File: config.mk
export PLATFORM = sky130hd
export DESIGN_NAME = qdr_b4_sram
export DESIGN_NICKNAME = d
export VERILOG_FILES = /design/src/rtl/qdr_b4_pkg.sv /design/src/rtl/qdr_b4_phase.sv /design/src/rtl/qdr_b4_burst_seq.sv /design/src/rtl/qdr_b4_mem.sv /design/src/rtl/qdr_b4_rd_out.sv /design/src/rtl/qdr_b4_sram.sv
export SDC_FILE = /design/constraint.sdc
export NUM_CORES = 2
export LEC_CHECK = 0
export ABC_AREA = 1
export BUFFER_PORTS_ARGS = -buffer_cell sky130_fd_sc_hd__buf_4
export CAP_MARGIN = 30
export CELL_PAD_IN_SITES_DETAIL_PLACEMENT = 1
export CELL_PAD_IN_SITES_GLOBAL_PLACEMENT = 2
export CORE_MARGIN = 1.5
export CORE_UTILIZATION = 28
export CTS_CLUSTER_DIAMETER = 30
export CTS_CLUSTER_SIZE = 20
export DETAILED_ROUTE_END_ITERATION = 6
export HOLD_SLACK_MARGIN = 0.1
export PLACE_DENSITY_LB_ADDON = 0.05
export SLEW_MARGIN = 15
export SYNTH_ARGS = -nofsm -noshare
export SYNTH_HDL_FRONTEND = slang
export SYNTH_HIERARCHICAL = 1
export SYNTH_SLANG_ARGS = --single-unit
File: constraint.sdc
create_clock -name clk_i -period 2.9 [get_ports clk_i]
set_input_delay 0 -clock clk_i [delete_from_list [all_inputs] [get_ports clk_i]]
set_output_delay 0 -clock clk_i [all_outputs]
set_load 0.01 [all_outputs]
File: src/rtl/qdr_b4_pkg.sv
package qdr_b4_pkg;
  localparam int unsigned LANE_W      = 9;
  localparam int unsigned LANES       = 2;
  localparam int unsigned BEATS       = 4;
  localparam int unsigned BEAT_W      = $clog2(BEATS);
  // latencies in double-rate clock edges
  localparam int unsigned RD_LAT_HALF = 5;
  localparam int unsigned WR_LAG_HALF = 2;
endpackage

File: src/rtl/qdr_b4_phase.sv
module qdr_b4_phase (
  input  logic clk_i,
  input  logic rst_ni,
  input  logic rd_ni,
  input  logic wr_ni,
  output logic k_phase_o,
  output logic rd_go_o,
  output logic wr_go_o
);
  logic kph_q;
  logic wslot_q;

  always_ff @(posedge clk_i or negedge rst_ni) begin
    if (!rst_ni) begin
      kph_q   <= 1'b1;
      wslot_q <= 1'b0;
    end else begin
      kph_q <= ~kph_q;
      if (kph_q) wslot_q <= ~wslot_q;
    end
  end

  assign k_phase_o = kph_q;
  assign rd_go_o   = kph_q & ~wslot_q & ~rd_ni;
  assign wr_go_o   = kph_q &  wslot_q & ~wr_ni;
endmodule

File: src/rtl/qdr_b4_burst_seq.sv
module qdr_b4_burst_seq #(
  parameter  int unsigned AW  = 4,
  parameter  int unsigned DLY = 1,
  localparam int unsigned BW  = qdr_b4_pkg::BEAT_W
) (
  input  logic          clk_i,
  input  logic          rst_ni,
  input  logic          go_i,
  input  logic [AW-1:0] addr_i,
  output logic          act_o,
  output logic [BW-1:0] beat_o,
  output logic [AW+BW-1:0] word_o
);
  localparam logic [BW-1:0] LAST = BW'(qdr_b4_pkg::BEATS - 1);

  logic          stg_v [DLY];
  logic [AW-1:0] stg_a [DLY];
  logic [AW-1:0] base_q;
  logic [BW-1:0] cnt_q;
  logic          act_q;

  always_ff @(posedge clk_i or negedge rst_ni) begin
    if (!rst_ni) begin
      for (int i = 0; i < DLY; i++) begin
        stg_v[i] <= 1'b0;
        stg_a[i] <= '0;
      end
      base_q <= '0;
      cnt_q  <= '0;
      act_q  <= 1'b0;
    end else begin
      stg_v[0] <= go_i;
      stg_a[0] <= addr_i;
      for (int i = 1; i < DLY; i++) begin
        stg_v[i] <= stg_v[i-1];
        stg_a[i] <= stg_a[i-1];
      end
      // a new burst takes over on the edge the previous one ends
      if (stg_v[DLY-1]) begin
        act_q  <= 1'b1;
        base_q <= stg_a[DLY-1];
        cnt_q  <= '0;
      end else if (act_q) begin
        cnt_q <= cnt_q + 1'b1;
        if (cnt_q == LAST) act_q <= 1'b0;
      end
    end
  end

  assign act_o  = act_q;
  assign beat_o = cnt_q;
  assign word_o = {base_q, cnt_q};
endmodule

File: src/rtl/qdr_b4_mem.sv
module qdr_b4_mem #(
  parameter  int unsigned WA     = 6,
  parameter  int unsigned LANE_W = 9,
  parameter  int unsigned LANES  = 2,
  localparam int unsigned WORDS  = 1 << WA,
  localparam int unsigned WORD_W = LANE_W * LANES
) (
  input  logic              clk_i,
  input  logic              rst_ni,
  input  logic [LANES-1:0]  we_i,
  input  logic [WA-1:0]     waddr_i,
  input  logic [WORD_W-1:0] wdata_i,
  input  logic [WA-1:0]     raddr_i,
  output logic [WORD_W-1:0] rdata_o
);
  for (genvar l = 0; l < LANES; l++) begin : g_lane
    logic [LANE_W-1:0] arr [WORDS];

    always_ff @(posedge clk_i or negedge rst_ni) begin
      if (!rst_ni) begin
        for (int i = 0; i < WORDS; i++) arr[i] <= '0;
      end else if (we_i[l]) begin
        arr[waddr_i] <= wdata_i[l*LANE_W +: LANE_W];
      end
    end

    assign rdata_o[l*LANE_W +: LANE_W] = arr[raddr_i];
  end
endmodule

File: src/rtl/qdr_b4_rd_out.sv
module qdr_b4_rd_out #(
  parameter int unsigned WORD_W = 18
) (
  input  logic              clk_i,
  input  logic              rst_ni,
  input  logic              act_i,
  input  logic              beat_odd_i,
  input  logic [WORD_W-1:0] rdata_i,
  output logic [WORD_W-1:0] q_o,
  output logic              valid_o,
  output logic              cq_o,
  output logic              cqn_o
);
  always_ff @(posedge clk_i or negedge rst_ni) begin
    if (!rst_ni) begin
      q_o     <= '0;
      valid_o <= 1'b0;
      cq_o    <= 1'b0;
      cqn_o   <= 1'b0;
    end else if (act_i) begin
      q_o     <= rdata_i;
      valid_o <= 1'b1;
      cq_o    <= beat_odd_i;   // odd beats leave on K edges
      cqn_o   <= ~beat_odd_i;
    end else begin
      q_o     <= '0;
      valid_o <= 1'b0;
      cq_o    <= 1'b0;
      cqn_o   <= 1'b0;
    end
  end
endmodule

File: src/rtl/qdr_b4_sram.sv
module qdr_b4_sram #(
  parameter  int unsigned BURSTS = 16,
  parameter  int unsigned LANE_W = qdr_b4_pkg::LANE_W,
  parameter  int unsigned LANES  = qdr_b4_pkg::LANES,
  localparam int unsigned AW     = $clog2(BURSTS),
  localparam int unsigned BW     = qdr_b4_pkg::BEAT_W,
  localparam int unsigned WA     = AW + BW,
  localparam int unsigned WORD_W = LANE_W * LANES
) (
  input  logic              clk_i,
  input  logic              rst_ni,
  input  logic [AW-1:0]     addr_i,
  input  logic              rd_ni,
  input  logic              wr_ni,
  input  logic [WORD_W-1:0] d_i,
  input  logic [LANES-1:0]  bw_ni,
  output logic [WORD_W-1:0] q_o,
  output logic              valid_o,
  output logic              cq_o,
  output logic              cqn_o,
  output logic              k_phase_o
);
  logic              rd_go, wr_go;
  logic              rd_act, wr_act;
  logic [BW-1:0]     rd_beat, wr_beat;
  logic [WA-1:0]     rd_word, wr_word;
  logic [LANES-1:0]  we;
  logic [WORD_W-1:0] rdata;

  qdr_b4_phase u_phase (
    .clk_i     (clk_i),
    .rst_ni    (rst_ni),
    .rd_ni     (rd_ni),
    .wr_ni     (wr_ni),
    .k_phase_o (k_phase_o),
    .rd_go_o   (rd_go),
    .wr_go_o   (wr_go)
  );

  qdr_b4_burst_seq #(.AW(AW), .DLY(qdr_b4_pkg::WR_LAG_HALF - 1)) u_wr_seq (
    .clk_i  (clk_i),
    .rst_ni (rst_ni),
    .go_i   (wr_go),
    .addr_i (addr_i),
    .act_o  (wr_act),
    .beat_o (wr_beat),
    .word_o (wr_word)
  );

  qdr_b4_burst_seq #(.AW(AW), .DLY(qdr_b4_pkg::RD_LAT_HALF - 1)) u_rd_seq (
    .clk_i  (clk_i),
    .rst_ni (rst_ni),
    .go_i   (rd_go),
    .addr_i (addr_i),
    .act_o  (rd_act),
    .beat_o (rd_beat),
    .word_o (rd_word)
  );

  assign we = wr_act ? ~bw_ni : '0;

  qdr_b4_mem #(.WA(WA), .LANE_W(LANE_W), .LANES(LANES)) u_mem (
    .clk_i   (clk_i),
    .rst_ni  (rst_ni),
    .we_i    (we),
    .waddr_i (wr_word),
    .wdata_i (d_i),
    .raddr_i (rd_word),
    .rdata_o (rdata)
  );

  qdr_b4_rd_out #(.WORD_W(WORD_W)) u_rd_out (
    .clk_i      (clk_i),
    .rst_ni     (rst_ni),
    .act_i      (rd_act),
    .beat_odd_i (rd_beat[0]),
    .rdata_i    (rdata),
    .q_o        (q_o),
    .valid_o    (valid_o),
    .cq_o       (cq_o),
    .cqn_o      (cqn_o)
  );

  logic unused_wr_beat;
  assign unused_wr_beat = ^wr_beat;
endmodule

* Yosys cells after proc, flatten, opt, wreduce, memory -nomap -nowiden
Index checks and enable logic that the tools add are counted.
** Storage, ports and cells
- Flip-flop bits (word level) :: 1210
- Word-level logic and storage cells :: 196
- Input bits :: 28
- Output and inout port bits :: 22
** Cells by class
- Add/sub/neg operators :: 2
- Equal/unequal tests :: 2
- Magnitude comparators :: 3
- Bitwise gates (word level) :: 12
- Reductions and logical operators :: 3
- Mux-type cells :: 25
** Operator list (number)
- $bwmux W576 :: 2
- $bmux W9 S6 :: 2
- $demux W9 S6 :: 1
- $mux W9 :: 5
- $mux W18 :: 1
- $ge A7 B7 Y1 const B :: 2
- $not A6 Y7 :: 2
- $mux W2 :: 5
- $mux W1 :: 9
- $lt A7 B1 Y1 const B :: 1
- $not A1 Y1 :: 5
- $add A2 B1 Y2 const B :: 2
- $and A1 B1 Y1 :: 4
- $eq A2 B2 Y1 const B :: 2
- $reduce_bool A2 Y1 :: 2
- $not A2 Y2 :: 1
- $logic_and A1 B1 Y1 :: 1

* Depth between registers and ports, before layout
- Word-level depth :: 6
- Gate-level depth with buffers :: 15
- Mapped depth without buffers :: 11

* By module
Netlist, hierarchy kept.
** Modules (own cells, without submodules)
- qdr_b4_mem :: cells an instance 6621, seq. area each 28827.6 µm², times used 1, area an instance 52133.8 µm²
- qdr_b4_burst_seq (u_rd_seq) :: cells an instance 53, seq. area each 675.6 µm², times used 1, area an instance 797.0 µm²
- qdr_b4_rd_out :: cells an instance 63, seq. area each 525.5 µm², times used 1, area an instance 700.7 µm²
- qdr_b4_burst_seq (u_wr_seq) :: cells an instance 38, seq. area each 300.3 µm², times used 1, area an instance 421.7 µm²
- qdr_b4_phase :: cells an instance 10, seq. area each 51.3 µm², times used 1, area an instance 81.3 µm²
- qdr_b4_sram :: cells an instance 3, seq. area each 0.0 µm², times used 1, area an instance 11.3 µm²

* Worst setup path before layout
OpenSTA, ideal clock, no wires.
- Path kind :: register -> register
- From :: register u_rd_seq.cnt_q[0] (netlist: u_rd_seq/beat_o[0])
- To :: register u_rd_out.q_o[15]
- Stages on the path, launching flop included :: 16
- Slack :: 896 ps
- Library setup time :: 63 ps
- Data arrival time :: 1941 ps
- Buffers on the path :: 4
- Path through :: dfrtp_1 buf_4 buf_2 inv_2 clkbuf_1 clkbuf_1 nand2_1 nand3_1 nand3_1 nand2_1 nand2_1 nand3_1 nand3_1 nand2_1 nand2_1 inv_1
** On the way
- Longest elaborated chain between the ends :: 5
** RTL lines
- start, declared :: line qdr_b4_burst_seq.sv:19 : logic [BW-1:0] cnt_q;
- start signal, assigned :: line qdr_b4_burst_seq.sv:44 : cnt_q <= cnt_q + 1'b1;
- $not A6 Y7 (not written as such) :: line qdr_b4_mem.sv:27 : assign rdata_o[l*LANE_W +: LANE_W] = arr[raddr_i];
- $bmux W9 S6 :: line qdr_b4_mem.sv:27
- $mux W9 (not written as such) (2 in a row) :: line qdr_b4_mem.sv:27
- named net rdata[15] :: line qdr_b4_sram.sv:28 : logic [WORD_W-1:0] rdata;
- $mux W18 :: line qdr_b4_rd_out.sv:20 : end else if (act_i) begin
- end signal, assigned :: line qdr_b4_rd_out.sv:21 : q_o <= rdata_i;
- end, declared :: line qdr_b4_rd_out.sv:9 : output logic [WORD_W-1:0] q_o,
The timed path passes the listed nets, and every way through them passes these cells. The select of a mux whose other input is x is not followed.
A chain may end at the register's enable or synchronous reset.

* Worst setup path in the final report
- From :: register u_rd_seq.cnt_q[0] (netlist: u_rd_seq/beat_o[0])
- To :: register u_rd_out.q_o[17]
Same word-level chain as after synthesis.

==> impl_results.md <==
- Worst hold path type: in2reg
- Sequential Power Share: about 28%
- Endpoints failing hold: 0
- Mapped Nets: just under 7,000
- Netlist cell types: 21
- Setup TNS: 0 ns
- Clk Tree Root Cell: clkbuf_16
- CTS tree: built
- Max Root-Sink Buffers: 4
- Synth-to-layout area growth: 32.7%
- Peak supply drop: around 840 uV
- CP max stage delay: ~0.55 ns
- Layout cells sized above 1: 13.0%
- Synthesized cell area: around 54,000 um2
- Worst Setup End Kind: register
- Sequential share of the synthesized area: 56.1%
- Commonest cells after routing, fill and taps aside: 2,767 x nand2_1, 1,208 x dfrtp_1, 1,085 x o21ai_0
- CP max-delay cell: dfrtp_4
- Worst Skew: around 0.036 ns
- Gr usage total: between 20% and 30%
- Switch Pwr: ~28 mW
- Tightest Pin Transition: approximately 1 ns
- First-pass GRT wire length: 341 mm
- Fmax: 372 MHz
- Number of buffers created by CTS: 406
- Placed cells: between 9,000 and 10,000
- Total power: approximately 87 mW
- Final WL: around 220 mm
- Die area: roughly 200,000 um2
- Initial Util: ~28%
- Vias in the first global route: between 50,000 and 60,000
- Total of max-cap violations: 0
- Pleak: about 33 nW
- HPWL Detailed: around 140 mm
- GP Congestion: slightly below 0.8
- Core footprint: between 150,000 and 200,000 um2
- Synth top area cells: dfrtp_1 56%, nand2_1 19%, o21ai_0 10%, nand3_1 9.3%, clkbuf_1 3.1%
- Worst Hold Path Cells: 5
- Post-route insts no fill: around 9,800
- Util after Layout: between 30% and 40%
- CTS H-tree lvls: 5
- Yosys top cell by area: dfrtp_1
- Switching Fraction: ~33%
- Remaining DRCs: 0
- Worst reg2reg path startpoint: u_rd_seq/beat_o[0]$_DFFE_PN0P_
- Worst-skew pair later-pin latency: roughly 0.94 ns
- Internal power: 58.3 mW
- Drt initial violations: 2,836
- Slew HR: roughly 34%
- Min-delay src: d_i[6]
- Pwr/cell area: around 1200 nW/um2
- Die width: ~440 um
- Critical Path RT: about 3.8 ns
- Crit path launch type: register
- Mean post-synth cell area: between 7 and 8 um2
- Port Buffer Count: 49
- R2r setup slk: around 0.21 ns
- Routed vias: around 48,000
- Hold endpoint: u_mem/g_lane[0].arr[564]$_DFFE_PN0P_
- Post-DRT Antenna Nets: 0
- YS warnings: 6
- Cells after Synth: 6,788
- Crit-path cells: inv_8 -> buf_12 -> buf_12 -> nand2_1 -> nand3_1 -> nand3_1 -> nand2_1 -> nand2_1 -> nand3_1 -> nand3_1 -> nand2_1 -> nand2_1 -> inv_1
- Largest net degree at the start of global routing: between 100 and 150
- Final net count: ~7,000
- Final hold slack: 0.162 ns
- Post-CTS resize count: 0
- Clock network power share: 48.1%
- Status: finished, final reports clean
- Min Tclk post-route: around 2.7 ns
- Row cnt: 161
- Most common cell after layout, fill and taps aside: nand2_1
- Vias per cell: a little under 5
- CP arrival: between 3 and 4 ns
- Pre-antenna DRT Iters: 5
- Crit path top cell by count: nand2_1
- Critical R2R Capture: u_rd_out/q_o[17]$_DFF_PN0_
- Remaining Overflow, GRT: 0
- Critical path fanouts, max: between 50 and 60
- Part of the power in combinational logic: a little under a quarter
- CTS sink cnt: roughly 1,200
- Reg2reg path depth: 13
- Final setup viols: 0
- Antenna violations before repair: 5
- DIE HEIGHT: around 440 um
- Tcrit/Tclk final: 92.8%
- Final Max Tran Viols: 0
- Clock slew at reported path FFs: 0.04 ns
- Crit path kind: reg2reg
- Synth Register Bits: between 1,000 and 1,500
- Post-synth top area share: 56.1%
- Drt wl/cell: 22.7 um
- Unrepaired setup endpoints after global routing: no
- Count of boundary I/O pins: 50
[per-stage QoR]
step                      setup WS (ns)  instance area (um2)
after floorplan                   0.896                54100
after global placement            0.109                58100
after detailed placement          0.134                58100
after CTS                         0.118                71800
after global routing              0.111                71800
final                             0.209                71900
[synth_stat cells]
library cell	count
buf_1	46
buf_2	9
buf_4	4
buf_6	2
clkbuf_1	443
clkinv_1	20
dfrtp_1	1213
dfstp_2	1
ha_1	2
inv_1	27
inv_2	22
nand2_1	2767
nand3_1	1002
nand3_2	2
nor2_1	61
nor2_2	1
nor3_1	2
nor3_2	9
nor3_4	1
o21ai_0	1085
o21ai_1	69
[critical path, delay by kind of cell (launching register included)]
family / cells / cell delay [ns]
simple gates: 9 / 1.19
buf+inv: 4 / 0.79
flops: 1 / 0.55
[power groups by stage]
| stage | clock network, mW | registers (mW) | logic, mW |
|---|---|---|---|
| 3_3_place_gp | 0 | 24.7 | 20.6 |
| 2_1_floorplan | 0 | 23.7 | 12.5 |
| 4_1_cts | 42.6 | 24.6 | 21.0 |
| 5_1_grt | 43.6 | 25.1 | 23.1 |
| 6_report | 41.7 | 24.5 | 20.5 |
| 3_5_place_dp | 0 | 24.7 | 20.8 |
[per-layer routing]
metal | up-vias | global-route usage (%) | part of all wire, %
met3 | 360 | 3.33 | 3.1
met5 | - | 0 | 0
met4 | 0 | 6.40 | 2.1
li1 | 22800 | - | -
met1 | 23900 | 32.3 | 49
met2 | 750 | 36.1 | 46
[flip-flops by register name, indices dropped and copies added (netlist names), 2 cells and up]
signal and flops:
u_rd_seq/base_q 4, u_rd_seq/beat_o 2, u_wr_seq/stg_a 4, u_rd_seq/stg_v 4, u_mem/g_lane.arr 1152, u_rd_seq/stg_a 16, u_rd_out/q_o 18, u_wr_seq/beat_o 2
u_wr_seq/base_q 4
[cells by family (layout without fill, tap and decap cells)]
family | count (synthesis) | after routing | synth area share (%)
buffers and inverters | 573 | 1080 | 4.05
other | 0 | 7 | 0
AND/OR/NAND/NOR | 3845 | 3845 | 29.1
AO/OA/AOI/OAI | 1154 | 1154 | 10.7
adder cells (fa/ha/maj) | 2 | 2 | 0.0462
flip-flops | 1214 | 1214 | 56.1
[final cells by class]
cell class              count  area [um2]
well taps                2526        3160
clock buffers             599       12000
clock inverters           121        1240
diodes                      7        17.5
fillers                 22200      121000
inverters                  69         280
repair buffers            291        3140
flip-flops and latches   1214       30400
multi-input cells        5001       21600
[what timing repair did]
item	CTS	global route
hold endpoints to repair	2376	0
buffers inserted	0	0
hold buffers	39	0
[worst max-delay path by stage]
stage                                   startpoint                                    to  cells past startpoint
detailed placement  u_rd_seq/beat_o[0]$_DFFE_PN0P_            u_rd_out/q_o[17]$_DFF_PN0_                     13
finish              u_rd_seq/beat_o[0]$_DFFE_PN0P_            u_rd_out/q_o[17]$_DFF_PN0_                     13
floorplan           u_rd_seq/beat_o[0]$_DFFE_PN0P_            u_rd_out/q_o[15]$_DFF_PN0_                     15
global placement    u_rd_seq/beat_o[0]$_DFFE_PN0P_            u_rd_out/q_o[17]$_DFF_PN0_                     13
CTS                 u_rd_seq/beat_o[0]$_DFFE_PN0P_            u_rd_out/q_o[17]$_DFF_PN0_                     13
global route        u_wr_seq/beat_o[1]$_DFFE_PN0P_  u_mem/g_lane[1].arr[575]$_DFFE_PN0P_                      9
No activity file was read; power rests on OpenSTA's default activity.
